**src/rtl/ttw_pkg.sv**
```systemverilog
package ttw_pkg;
  localparam int CFG_W    = 32;
  localparam int FIELD_W  = 8;
  localparam int BASE_LSB = 24;
  localparam int MASK_LSB = 16;
  localparam int EN_BIT   = 15;
  localparam int PRIV_LSB = 13;
  localparam int WP_BIT   = 2;

  typedef enum logic [1:0] {
    PRIV_USER_ONLY  = 2'b00,
    PRIV_SUPER_ONLY = 2'b01,
    PRIV_EITHER     = 2'b10,
    PRIV_EITHER_ALT = 2'b11
  } priv_sel_e;

  localparam logic [31:0] STAT_RESIDENT    = 32'h0000_0001;
  localparam logic [31:0] STAT_TRANSPARENT = 32'h0000_0002;
  localparam logic [31:0] PROBE_HIT_STAT   = STAT_RESIDENT | STAT_TRANSPARENT;
endpackage

```
**src/rtl/ttw_regbank.sv**
```systemverilog
module ttw_regbank
  import ttw_pkg::*;
#(
  parameter int WIN   = 2,
  parameter int IDX_W = 2
) (
  input  logic                       clk,
  input  logic                       rst_n,
  input  logic                       we,
  input  logic                       instr,
  input  logic [IDX_W-1:0]           idx,
  input  logic [CFG_W-1:0]           wdata,
  output logic [WIN-1:0][CFG_W-1:0]  icfg,
  output logic [WIN-1:0][CFG_W-1:0]  dcfg
);
  for (genvar s = 0; s < 2; s++) begin : g_side
    for (genvar w = 0; w < WIN; w++) begin : g_win
      logic             ld;
      logic [CFG_W-1:0] cfg_q;
      logic [CFG_W-1:0] cfg_d;

      assign ld = we && (instr == 1'(s)) && (idx == IDX_W'(w));

      always_comb begin
        cfg_d = wdata;
      end

      always_ff @(posedge clk or negedge rst_n) begin
        if (!rst_n) begin
          cfg_q <= '0;
        end else if (ld) begin
          cfg_q <= cfg_d;
        end
      end

      if (s == 1) begin : g_i
        assign icfg[w] = cfg_q;
      end else begin : g_d
        assign dcfg[w] = cfg_q;
      end
    end
  end
endmodule

```
**src/rtl/ttw_window_cmp.sv**
```systemverilog
module ttw_window_cmp
  import ttw_pkg::*;
(
  input  logic [CFG_W-1:0]   cfg,
  input  logic [FIELD_W-1:0] addr_hi,
  input  logic               is_sup,
  output logic               match,
  output logic               wprot
);
  logic [FIELD_W-1:0] base;
  logic [FIELD_W-1:0] ign;
  logic [FIELD_W-1:0] diff;
  logic               priv_ok;
  priv_sel_e          priv;
  logic               unused_cfg;

  assign base = cfg[BASE_LSB +: FIELD_W];
  assign ign  = cfg[MASK_LSB +: FIELD_W];
  assign priv = priv_sel_e'(cfg[PRIV_LSB +: 2]);
  assign diff = (addr_hi ^ base) & ~ign;
  assign unused_cfg = ^cfg;

  always_comb begin
    case (priv)
      PRIV_USER_ONLY:  priv_ok = !is_sup;
      PRIV_SUPER_ONLY: priv_ok = is_sup;
      default:         priv_ok = 1'b1;
    endcase
  end

  assign match = cfg[EN_BIT] && priv_ok && (diff == '0);
  assign wprot = cfg[WP_BIT];
endmodule

```
**src/rtl/ttw_select.sv**
```systemverilog
module ttw_select #(
  parameter int WIN   = 2,
  parameter int SEL_W = 1
) (
  input  logic [WIN-1:0]   match,
  input  logic [WIN-1:0]   wprot,
  output logic             any,
  output logic [SEL_W-1:0] idx,
  output logic             win_wp
);
  always_comb begin
    any    = 1'b0;
    idx    = '0;
    win_wp = 1'b0;
    for (int w = WIN - 1; w >= 0; w--) begin
      if (match[w]) begin
        any    = 1'b1;
        idx    = SEL_W'(w);
        win_wp = wprot[w];
      end
    end
  end
endmodule

```
**src/rtl/ttw_match.sv**
```systemverilog
module ttw_match
  import ttw_pkg::*;
#(
  parameter int WIN       = 2,
  parameter int CFG_IDX_W = 2,
  parameter int AW        = 32,
  localparam int SEL_W    = (WIN > 1) ? $clog2(WIN) : 1
) (
  input  logic                 clk,
  input  logic                 rst_n,
  input  logic                 cfg_we,
  input  logic                 cfg_instr,
  input  logic [CFG_IDX_W-1:0] cfg_idx,
  input  logic [CFG_W-1:0]     cfg_wdata,
  input  logic                 req_valid,
  input  logic [AW-1:0]        req_addr,
  input  logic                 req_super,
  input  logic                 req_fetch,
  input  logic                 req_store,
  input  logic                 req_probe,
  output logic                 rsp_valid,
  output logic                 rsp_hit,
  output logic [SEL_W-1:0]     rsp_win,
  output logic [AW-1:0]        rsp_phys,
  output logic                 rsp_rd,
  output logic                 rsp_wr,
  output logic                 rsp_ex,
  output logic                 rsp_wp_fault,
  output logic [31:0]          rsp_probe_stat
);
  // reset: asynchronous assertion, two-stage synchronous release
  logic [1:0] rst_sync_q;
  logic       rst_int_n;

  always_ff @(posedge clk or negedge rst_n) begin
    if (!rst_n) rst_sync_q <= '0;
    else        rst_sync_q <= {rst_sync_q[0], 1'b1};
  end
  assign rst_int_n = rst_sync_q[1];

  // configuration storage
  logic [WIN-1:0][CFG_W-1:0] icfg;
  logic [WIN-1:0][CFG_W-1:0] dcfg;

  ttw_regbank #(.WIN(WIN), .IDX_W(CFG_IDX_W)) u_bank (
    .clk   (clk),
    .rst_n (rst_int_n),
    .we    (cfg_we),
    .instr (cfg_instr),
    .idx   (cfg_idx),
    .wdata (cfg_wdata),
    .icfg  (icfg),
    .dcfg  (dcfg)
  );

  // per-window comparison on the pair picked by the fetch flag
  logic [WIN-1:0] win_match;
  logic [WIN-1:0] win_wp;

  for (genvar w = 0; w < WIN; w++) begin : g_cmp
    logic [CFG_W-1:0] cfg_sel;
    assign cfg_sel = req_fetch ? icfg[w] : dcfg[w];

    ttw_window_cmp u_cmp (
      .cfg     (cfg_sel),
      .addr_hi (req_addr[AW-1 -: FIELD_W]),
      .is_sup  (req_super),
      .match   (win_match[w]),
      .wprot   (win_wp[w])
    );
  end

  logic             any_hit;
  logic [SEL_W-1:0] hit_idx;
  logic             hit_wp;

  ttw_select #(.WIN(WIN), .SEL_W(SEL_W)) u_sel (
    .match  (win_match),
    .wprot  (win_wp),
    .any    (any_hit),
    .idx    (hit_idx),
    .win_wp (hit_wp)
  );

  // next-state of the response stage
  logic             hit_d;
  logic             valid_d;
  logic [SEL_W-1:0] win_d;
  logic [AW-1:0]    phys_d;
  logic             rd_d, wr_d, ex_d, fault_d;
  logic [31:0]      stat_d;
  logic             rsp_en;

  always_comb begin
    valid_d = req_valid;
    hit_d   = req_valid && any_hit;
    win_d   = hit_d ? hit_idx : '0;
    phys_d  = hit_d ? req_addr : '0;
    rd_d    = hit_d;
    ex_d    = hit_d;
    wr_d    = hit_d && !hit_wp;
    fault_d = hit_d && hit_wp && req_store;
    stat_d  = (hit_d && req_probe) ? PROBE_HIT_STAT : 32'h0;
  end

  assign rsp_en = req_valid || rsp_valid;

  always_ff @(posedge clk or negedge rst_int_n) begin
    if (!rst_int_n) begin
      rsp_valid      <= 1'b0;
      rsp_hit        <= 1'b0;
      rsp_win        <= '0;
      rsp_phys       <= '0;
      rsp_rd         <= 1'b0;
      rsp_wr         <= 1'b0;
      rsp_ex         <= 1'b0;
      rsp_wp_fault   <= 1'b0;
      rsp_probe_stat <= '0;
    end else if (rsp_en) begin
      rsp_valid      <= valid_d;
      rsp_hit        <= hit_d;
      rsp_win        <= win_d;
      rsp_phys       <= phys_d;
      rsp_rd         <= rd_d;
      rsp_wr         <= wr_d;
      rsp_ex         <= ex_d;
      rsp_wp_fault   <= fault_d;
      rsp_probe_stat <= stat_d;
    end
  end

  // properties over the response stage
  a_r5_write_needs_rd_ex: assert property (@(posedge clk) disable iff (!rst_int_n)
    rsp_wr |-> (rsp_rd && rsp_ex));

  a_r5_miss_grants_none: assert property (@(posedge clk) disable iff (!rst_int_n)
    !rsp_hit |-> !(rsp_rd || rsp_wr || rsp_ex));

  a_r8_phys_is_logical: assert property (@(posedge clk) disable iff (!rst_int_n)
    rsp_hit |-> (rsp_phys == $past(req_addr)));

  a_r9_probe_hit_status: assert property (@(posedge clk) disable iff (!rst_int_n)
    (rsp_hit && $past(req_probe)) |-> (rsp_probe_stat == PROBE_HIT_STAT));

  a_r10_fault_from_store: assert property (@(posedge clk) disable iff (!rst_int_n)
    rsp_wp_fault |-> (rsp_hit && !rsp_wr && $past(req_store)));

  a_r12_valid_follows_req: assert property (@(posedge clk) disable iff (!rst_int_n)
    rsp_valid == $past(req_valid));
endmodule

```
**config.mk**
```make
export PLATFORM = sky130hd
export DESIGN_NAME = ttw_match
export DESIGN_NICKNAME = d
export VERILOG_FILES = /design/src/rtl/ttw_pkg.sv /design/src/rtl/ttw_regbank.sv /design/src/rtl/ttw_window_cmp.sv /design/src/rtl/ttw_select.sv /design/src/rtl/ttw_match.sv
export SDC_FILE = /design/constraint.sdc
export NUM_CORES = 1
export LEC_CHECK = 0
export BUFFER_PORTS_ARGS = -buffer_cell sky130_fd_sc_hd__buf_2
export CAP_MARGIN = 20
export CORE_ASPECT_RATIO = 1.75
export CORE_MARGIN = 4
export CORE_UTILIZATION = 25
export DETAILED_ROUTE_END_ITERATION = 6
export MAX_ROUTING_LAYER = met4
export SYNTH_ARGS = -nofsm -noshare
export SYNTH_HDL_FRONTEND = slang
export SYNTH_SLANG_ARGS = --single-unit
export TNS_END_PERCENT = 1
```
**constraint.sdc**
```tcl
create_clock -name clk -period 3.8 [get_ports clk]
set_input_delay 0.57 -clock clk [delete_from_list [all_inputs] [get_ports clk]]
set_output_delay 0.57 -clock clk [all_outputs]
set_load 0.05 [all_outputs]
```
==> results of run 1 <==
==> layout by cell type (no fill, tap or decap), types with 5 or more instances in the layout <==
master / synthesis / final
sky130_fd_sc_hd__a22o_1: 29 / 29
sky130_fd_sc_hd__a22o_2: 5 / 5
sky130_fd_sc_hd__buf_2: 5 / 103
sky130_fd_sc_hd__buf_4: 35 / 7
sky130_fd_sc_hd__bufinv_16: 0 / 5
sky130_fd_sc_hd__clkbuf_16: 0 / 17
sky130_fd_sc_hd__clkinv_4: 0 / 5
sky130_fd_sc_hd__conb_1: 2 / 31
sky130_fd_sc_hd__dfrtp_1: 120 / 119
sky130_fd_sc_hd__mux2_2: 81 / 81
sky130_fd_sc_hd__nor2_1: 6 / 5
sky130_fd_sc_hd__o22ai_1: 15 / 15
sky130_fd_sc_hd__xnor2_1: 35 / 35
==> synthesized netlist by cell type (2+ instances only) <==
| cell type | instances |
|---|---|
| sky130_fd_sc_hd__a22o_1 | 29 |
| sky130_fd_sc_hd__a22o_2 | 5 |
| sky130_fd_sc_hd__a22oi_2 | 2 |
| sky130_fd_sc_hd__buf_2 | 5 |
| sky130_fd_sc_hd__buf_4 | 35 |
| sky130_fd_sc_hd__buf_6 | 9 |
| sky130_fd_sc_hd__clkbuf_1 | 8 |
| sky130_fd_sc_hd__conb_1 | 2 |
| sky130_fd_sc_hd__dfrtp_1 | 120 |
| sky130_fd_sc_hd__mux2_2 | 81 |
| sky130_fd_sc_hd__mux2i_1 | 3 |
| sky130_fd_sc_hd__nand2_1 | 2 |
| sky130_fd_sc_hd__nor2_1 | 6 |
| sky130_fd_sc_hd__nor2b_1 | 2 |
| sky130_fd_sc_hd__nor3_1 | 2 |
| sky130_fd_sc_hd__nor3_2 | 3 |
| sky130_fd_sc_hd__nor4bb_1 | 2 |
| sky130_fd_sc_hd__o21ai_0 | 3 |
| sky130_fd_sc_hd__o22ai_1 | 15 |
| sky130_fd_sc_hd__xnor2_1 | 35 |
==> metal layers <==
layer,GRT usage,vias up
li1,-,1505
met1,0.123,1662
met2,0.208,98
met3,0.0343,13
met4,0.0398,0
met5,-,-
==> what timing repair did <==
item                      4_1_cts  5_1_grt
hold buffers                    1        0
resized for setup               0        0
hold endpoints to repair        2        0
==> worst paths after layout <==
check	to	slack (ps)	cells past startpoint
worst max-delay path	rsp_wp_fault$_DFFE_PN0P_	1530	7
worst min-delay path	rst_sync_q[1]$_DFF_PN0_	350	0
worst max register to register	rsp_wp_fault$_DFFE_PN0P_	1530	7
worst min register to register	rst_sync_q[1]$_DFF_PN0_	350	0
max in group asynchronous	rsp_phys[7]$_DFFE_PN0P_	2460	1
min in group asynchronous	rsp_phys[25]$_DFFE_PN0P_	430	0
==> area by class of cell <==
type,instances,share of cell area
Antenna cell,1,0.000378
Clock buffer,18,0.0663
Clock inverter,13,0.0331
Inverter,1,0.000567
Multi-Input combinational cell,231,0.311
Sequential cell,120,0.454
Tap cell,252,0.0476
Timing Repair Buffer,111,0.0873
==> report_power, final <==
group | total, W | internal (W) | switching [W]
Sequential | 0.00163 | 0.00149 | 0.000137
Clock | 0.00178 | 0.00119 | 0.000595
Combinational | 0.000717 | 0.000316 | 0.000400
Total | 0.00413 | 0.00299 | 0.00113
==> cells by family after synthesis <==
family	synth area share
flip-flops	0.564
buffers and inverters	0.0794
multiplexers	0.177
other	0.00141
AND/OR/NAND/NOR	0.0237
AO/OA/AOI/OAI	0.0946
XOR/XNOR	0.0606
==> through the flow <==
stage          setup WS (ps)  hold WS (ps)  instance area [µm²]  instances
2_1_floorplan            209           274                 5440        409
3_3_place_gp            1160           337                 5950        714
3_5_place_dp            1050           339                 5950        714
4_1_cts                 1440           327                 6620        746
5_1_grt                 1330           332                 6620        747
6_report                1530           350                 6620        747
==> flip-flops by register name, indices dropped and copies added, names as in the netlist <==
name	count
u_bank.g_side.g_win.cfg_q	80
rsp_phys	32
rst_sync_q	2
rsp_ex	1
rsp_probe_stat	1
rsp_valid	1
rsp_win	1
rsp_wp_fault	1
rsp_wr	1
==> run_results.csv, run 1 <==
group,metric,value,unit
status,status,"finished clean",
synth,ys_async_sr_fraction,1.00,
floorplanning,die_height,201,µm
global_routing,grt_first_pass_wirelength,20.6,mm
synth,ys_seq_area_frac,0.564,
drt,drt-pass1-iter-count,6,
layout,area_growth_syn_to_layout,24.2,%
worst_setup_path,cp-startpoint,"u_bank.g_side[0].g_win[0].cfg_q[25]$_DFFE_PN0P_",
worst_setup_path,crit_chain,"xnor2_1 -> o21ai_0 -> nor3_1 -> a22oi_2 -> a21boi_4 -> buf_4 -> a32o_1",
drt,avgViaCountPerCell,4.39,
floorplanning,initial_core_util,0.255,
drt,wirelength,13.0,mm
floorplanning,die_x,118,µm
worst_setup_path,critical-path-top-delay-family,"compound AO/OA/AOI/OAI gates",
sta,finalCriticalPeriod,2270,ps
cts,clock_tree.root_cell,"sky130_fd_sc_hd__clkbuf_16",
sta,setup_total_negative_slack,0,ps
synth,post_synth_num_cell_types,31,
synth,ys_warnings,0,
worst_setup_path,critical_path.max_fanout,26,
layout,seqCellArea,3010,µm²
synth,syn_area,5330,µm²
worst_setup_path,worst_path_largest_cell_delay,410,ps
cts,cts.path.max_buffers,2,
worst_setup_path,crit_slowest_cell,"sky130_fd_sc_hd__a21boi_4",
drt,routed_wire_length_per_instance,17.4,µm
worst_setup_path,timing.critical_path.to_type,"flip-flop",
cts,clk-insertion-delay-late,410,ps
drt,met3_length,537,µm
power_and_ir_drop,total_power,0.00413,W
floorplanning,die_area,23800,µm²
cts,cts.sink_count,120,
synth,post-synth-top-area-cell,"sky130_fd_sc_hd__dfrtp_1",
layout,finalNetCount,557,
cts,cts_post_setup_buffers_inserted,0,
cts,htree_levels,4,
place,dp_hpwl,9.47,mm
layout,layout.filler_cells,2066,
drt,drtAntennaViolNets,0,
worst_setup_path,critPathBufInv,1,
power_and_ir_drop,power_leakage,3.08,nW
worst_setup_path,r2r-start,"u_bank.g_side[0].g_win[0].cfg_q[25]$_DFFE_PN0P_",
sta,final.setup_skew,11.0,ps
sta,unrepaired_setup_endpoints_after_global_routing,"no",
drt,met1Wirelength,5.17,mm
sta,hold_viol_final,0,
synth,ys_ff_latch,120,
power_and_ir_drop,irDropWorstVdd,0.000282,V
drt,detailroute.wirelength.met2,7.10,mm
worst_setup_path,worst_setup_path_start_kind,"flip-flop",
sta,least_margin_pin_slew,1040,ps
sta,max-slew-margin-rel,0.304,
global_routing,grt_max_degree,63,
global_routing,globalRouteOverflowTotal,0,
layout,utilization,0.316,
layout,layout-drive-gt1-share,0.488,
synth,syn_area_per_cell,14.0,µm²
cts,cts_made_buffers,17,
floorplanning,rows,70,
drt,initialDrtViolationCount,123,
sta,highest_attainable_clock_frequency,0.440,GHz
worst_setup_path,timing.critical_path.required,4140,ps
synth,dominantRegCellSynth,"sky130_fd_sc_hd__dfrtp_1",
drt,vias,3278,
global_routing,grt_antenna_before_repair,1,
worst_setup_path,arrival,2620,ps
floorplanning,design.core.area,20900,µm²
drt,top_layer,"met4",
place,finalWeightedCongestion,0.750,
synth,synth_enable_flop_cells,0,
synth,synthCells,380,
drt,drcViolationCount,0,
min_path,worstHoldPathType,"reg -> reg",
cts,tritoncts,"built",
worst_setup_path,worst-setup-path-type,"reg -> reg",
synth,post_synth_top_area_share,0.564,
global_routing,gr-usage-all-layers,0.117,
sta,fin_crit_sh,0.598,
sta,slew_viol_final,0,
synth,netlist_top_cells_area,"sky130_fd_sc_hd__dfrtp_1 (56%), sky130_fd_sc_hd__mux2_2 (17%), sky130_fd_sc_hd__xnor2_1 (5.8%)",
global_routing,first_global_vias,3676,
run,maxCapViolations,0,
min_path,hp-start,"rst_sync_q[0]$_DFF_PN0_",
cts,clkTransAtPathRegs,60,ps
floorplanning,ioPinCount,146,
layout,multi_input_comb_area,2060,µm²
sta,setup_viol,0,
place,io_buffer_count,103,
power_and_ir_drop,power_density,623,nW/µm²
(Power assumes the default switching activity.)
==> run 2, diff against run 1 <==
clock period = 1.9 ns   (was 3.8 ns; I/O delays follow)
==> run_results.csv, run 2 (same netlist as run 1, synthesis figures left out) <==
group,metric,value,unit
layout,layout.cells.non_filler,758,
run,maxCapViolations,0,
floorplanning,die_area,23800,µm²
global_routing,first_global_vias,3687,
place,finalWeightedCongestion,0.767,
floorplanning,rows,70,
drt,wirelength,13.0,mm
global_routing,grt_max_degree,48,
worst_setup_path,worst_setup_path_start_kind,"flip-flop",
drt,initialDrtViolationCount,130,
sta,unrepaired_setup_endpoints_after_global_routing,"yes",
layout,final_cell_mix,"sky130_fd_sc_hd__dfrtp_1 (119), sky130_fd_sc_hd__buf_2 (103), sky130_fd_sc_hd__mux2_2 (81)",
place,detailed_place.area,6110,µm²
place,preCtsSetupSlack,-112,ps
place,place.detailed.instances,722,
layout,layout-drive-gt1-share,0.512,
drt,drcViolationCount,0,
global_routing,grt_first_pass_wirelength,20.4,mm
floorplanning,die_height,201,µm
power_and_ir_drop,total_power,0.00841,W
drt,routed_wire_length_per_instance,17.1,µm
cts,cts.path.max_buffers,2,
sta,slew_viol_final,0,
power_and_ir_drop,irDropWorstVdd,0.000547,V
layout,finalNetCount,566,
cts,cts_made_buffers,17,
layout,largest_registers,"u_bank.g_side.g_win.cfg_q: 80 flops, rsp_phys: 32 flops, rst_sync_q: 2 flops",
floorplanning,ioPinCount,146,
floorplanning,die_x,118,µm
global_routing,grt_antenna_before_repair,2,
cts,clkTransAtPathRegs,60,ps
cts,htree_levels,4,
sta,finalCriticalPeriod,1860,ps
layout,layout_commonest_cell,"sky130_fd_sc_hd__dfrtp_1",
layout,finish.instance_area,6860,µm²
floorplanning,initial_core_util,0.255,
worst_setup_path,critical_path.max_fanout,10,
drt,drtAntennaViolNets,0,
layout,largest_register_by_flop_count,"u_bank.g_side.g_win.cfg_q",
sta,setup_viol,0,
power_and_ir_drop,power_leakage,3.18,nW
global_routing,gr-usage-all-layers,0.115,
sta,highest_attainable_clock_frequency,0.538,GHz
drt,drt-pass1-iter-count,4,
cts,tritoncts,"built",
worst_setup_path,timing.critical_path.required,2200,ps
global_routing,globalRouteOverflowTotal,0,
cts,clk-insertion-delay-late,410,ps
worst_setup_path,arrival,2150,ps
worst_setup_path,worst-setup-path-type,"reg -> reg",
layout,largest_register_ffs,80,
sta,final.setup_skew,7.23,ps
layout,utilization,0.328,
sta,hold_viol_final,0,
status,status,"finished clean",
layout,area_growth_syn_to_layout,28.8,%
place,dp_hpwl,9.48,mm
drt,avgViaCountPerCell,4.40,
min_path,worstHoldPathType,"in -> reg",
power_and_ir_drop,power_density,1230,nW/µm²
cts,clock_tree.root_cell,"sky130_fd_sc_hd__clkbuf_16",
cts,cts.sink_count,120,
worst_setup_path,timing.critical_path.to_type,"flip-flop",
sta,setup_slack,42.6,ps
place,io_buffer_count,103,
sta,fin_crit_sh,0.978,
floorplanning,design.core.area,20900,µm²
drt,vias,3335,
-- run 2: timing repair --
item / CTS / global route
pin swaps: 1 / 4
hold buffers: 1 / 0
setup endpoints to repair: 19 / 36
hold endpoints to repair: 2 / 0
buffers inserted: 1 / 0
resized for setup: 1 / 9
-- run 2: final timing paths --
check | from | depth (start not counted) | slack [ps] | endpoint
max reg2reg | u_bank.g_side[0].g_win[0].cfg_q[31]$_DFFE_PN0P_ | 8 | 40 | rsp_phys[7]$_DFFE_PN0P_
min in group asynchronous | rst_n | 2 | 180 | rst_sync_q[0]$_DFF_PN0_
max in group asynchronous | rst_sync_q[1]$_DFF_PN0_ | 1 | 1000 | u_bank.g_side[1].g_win[0].cfg_q[31]$_DFFE_PN0P_
max | u_bank.g_side[0].g_win[0].cfg_q[31]$_DFFE_PN0P_ | 8 | 40 | rsp_phys[7]$_DFFE_PN0P_
min | req_valid | 1 | 70 | rsp_valid$_DFFE_PN0P_
min reg2reg | rst_sync_q[1]$_DFF_PN0_ | 0 | 280 | u_bank.g_side[1].g_win[0].cfg_q[17]$_DFFE_PN0P_
-- run 2: area by class of cell --
| cell class | count | area (µm²) |
|---|---|---|
| Timing Repair Buffer | 120 | 762 |
| Fill cell | 2057 | 14100 |
| Tap cell | 252 | 315 |
| Clock inverter | 15 | 238 |
| Clock buffer | 17 | 425 |
| Multi-Input combinational cell | 231 | 2110 |
| Antenna cell | 2 | 5.00 |
| Sequential cell | 120 | 3010 |
| Inverter | 1 | 3.75 |
-- run 2: stage by stage --
stage / hold WS [ps] / setup TNS, ps
after floorplan: -10.6 / 0
after global placement: 76.1 / -907
after detailed placement: 77.7 / -2200
after CTS: 43.5 / 0
after global routing: 48.0 / -678
final: 67.1 / 0
-- run 2: worst max-delay path, cell delays in order, from the launching register on --
cell,delay (ps)
sky130_fd_sc_hd__dfrtp_1,400
sky130_fd_sc_hd__xnor2_1,130
sky130_fd_sc_hd__o22ai_1,230
sky130_fd_sc_hd__nor2_1,100
sky130_fd_sc_hd__a22oi_2,290
sky130_fd_sc_hd__a21boi_4,100
sky130_fd_sc_hd__buf_12,150
sky130_fd_sc_hd__buf_12,140
sky130_fd_sc_hd__a22o_1,190
-- run 2: routing by layer --
layer | track usage | wire length [µm]
met5 | - | 0
met4 | 0.0457 | 244
met3 | 0.0360 | 774
met2 | 0.204 | 7020
met1 | 0.118 | 4930
-- run 2: power breakdown --
group / total, W / internal (W) / switching [W] / leakage [nW]
combinational: 0.00155 / 0.000711 / 0.000836 / 1.35
clock: 0.00361 / 0.00236 / 0.00125 / 0.324
sequential: 0.00325 / 0.00298 / 0.000269 / 1.51
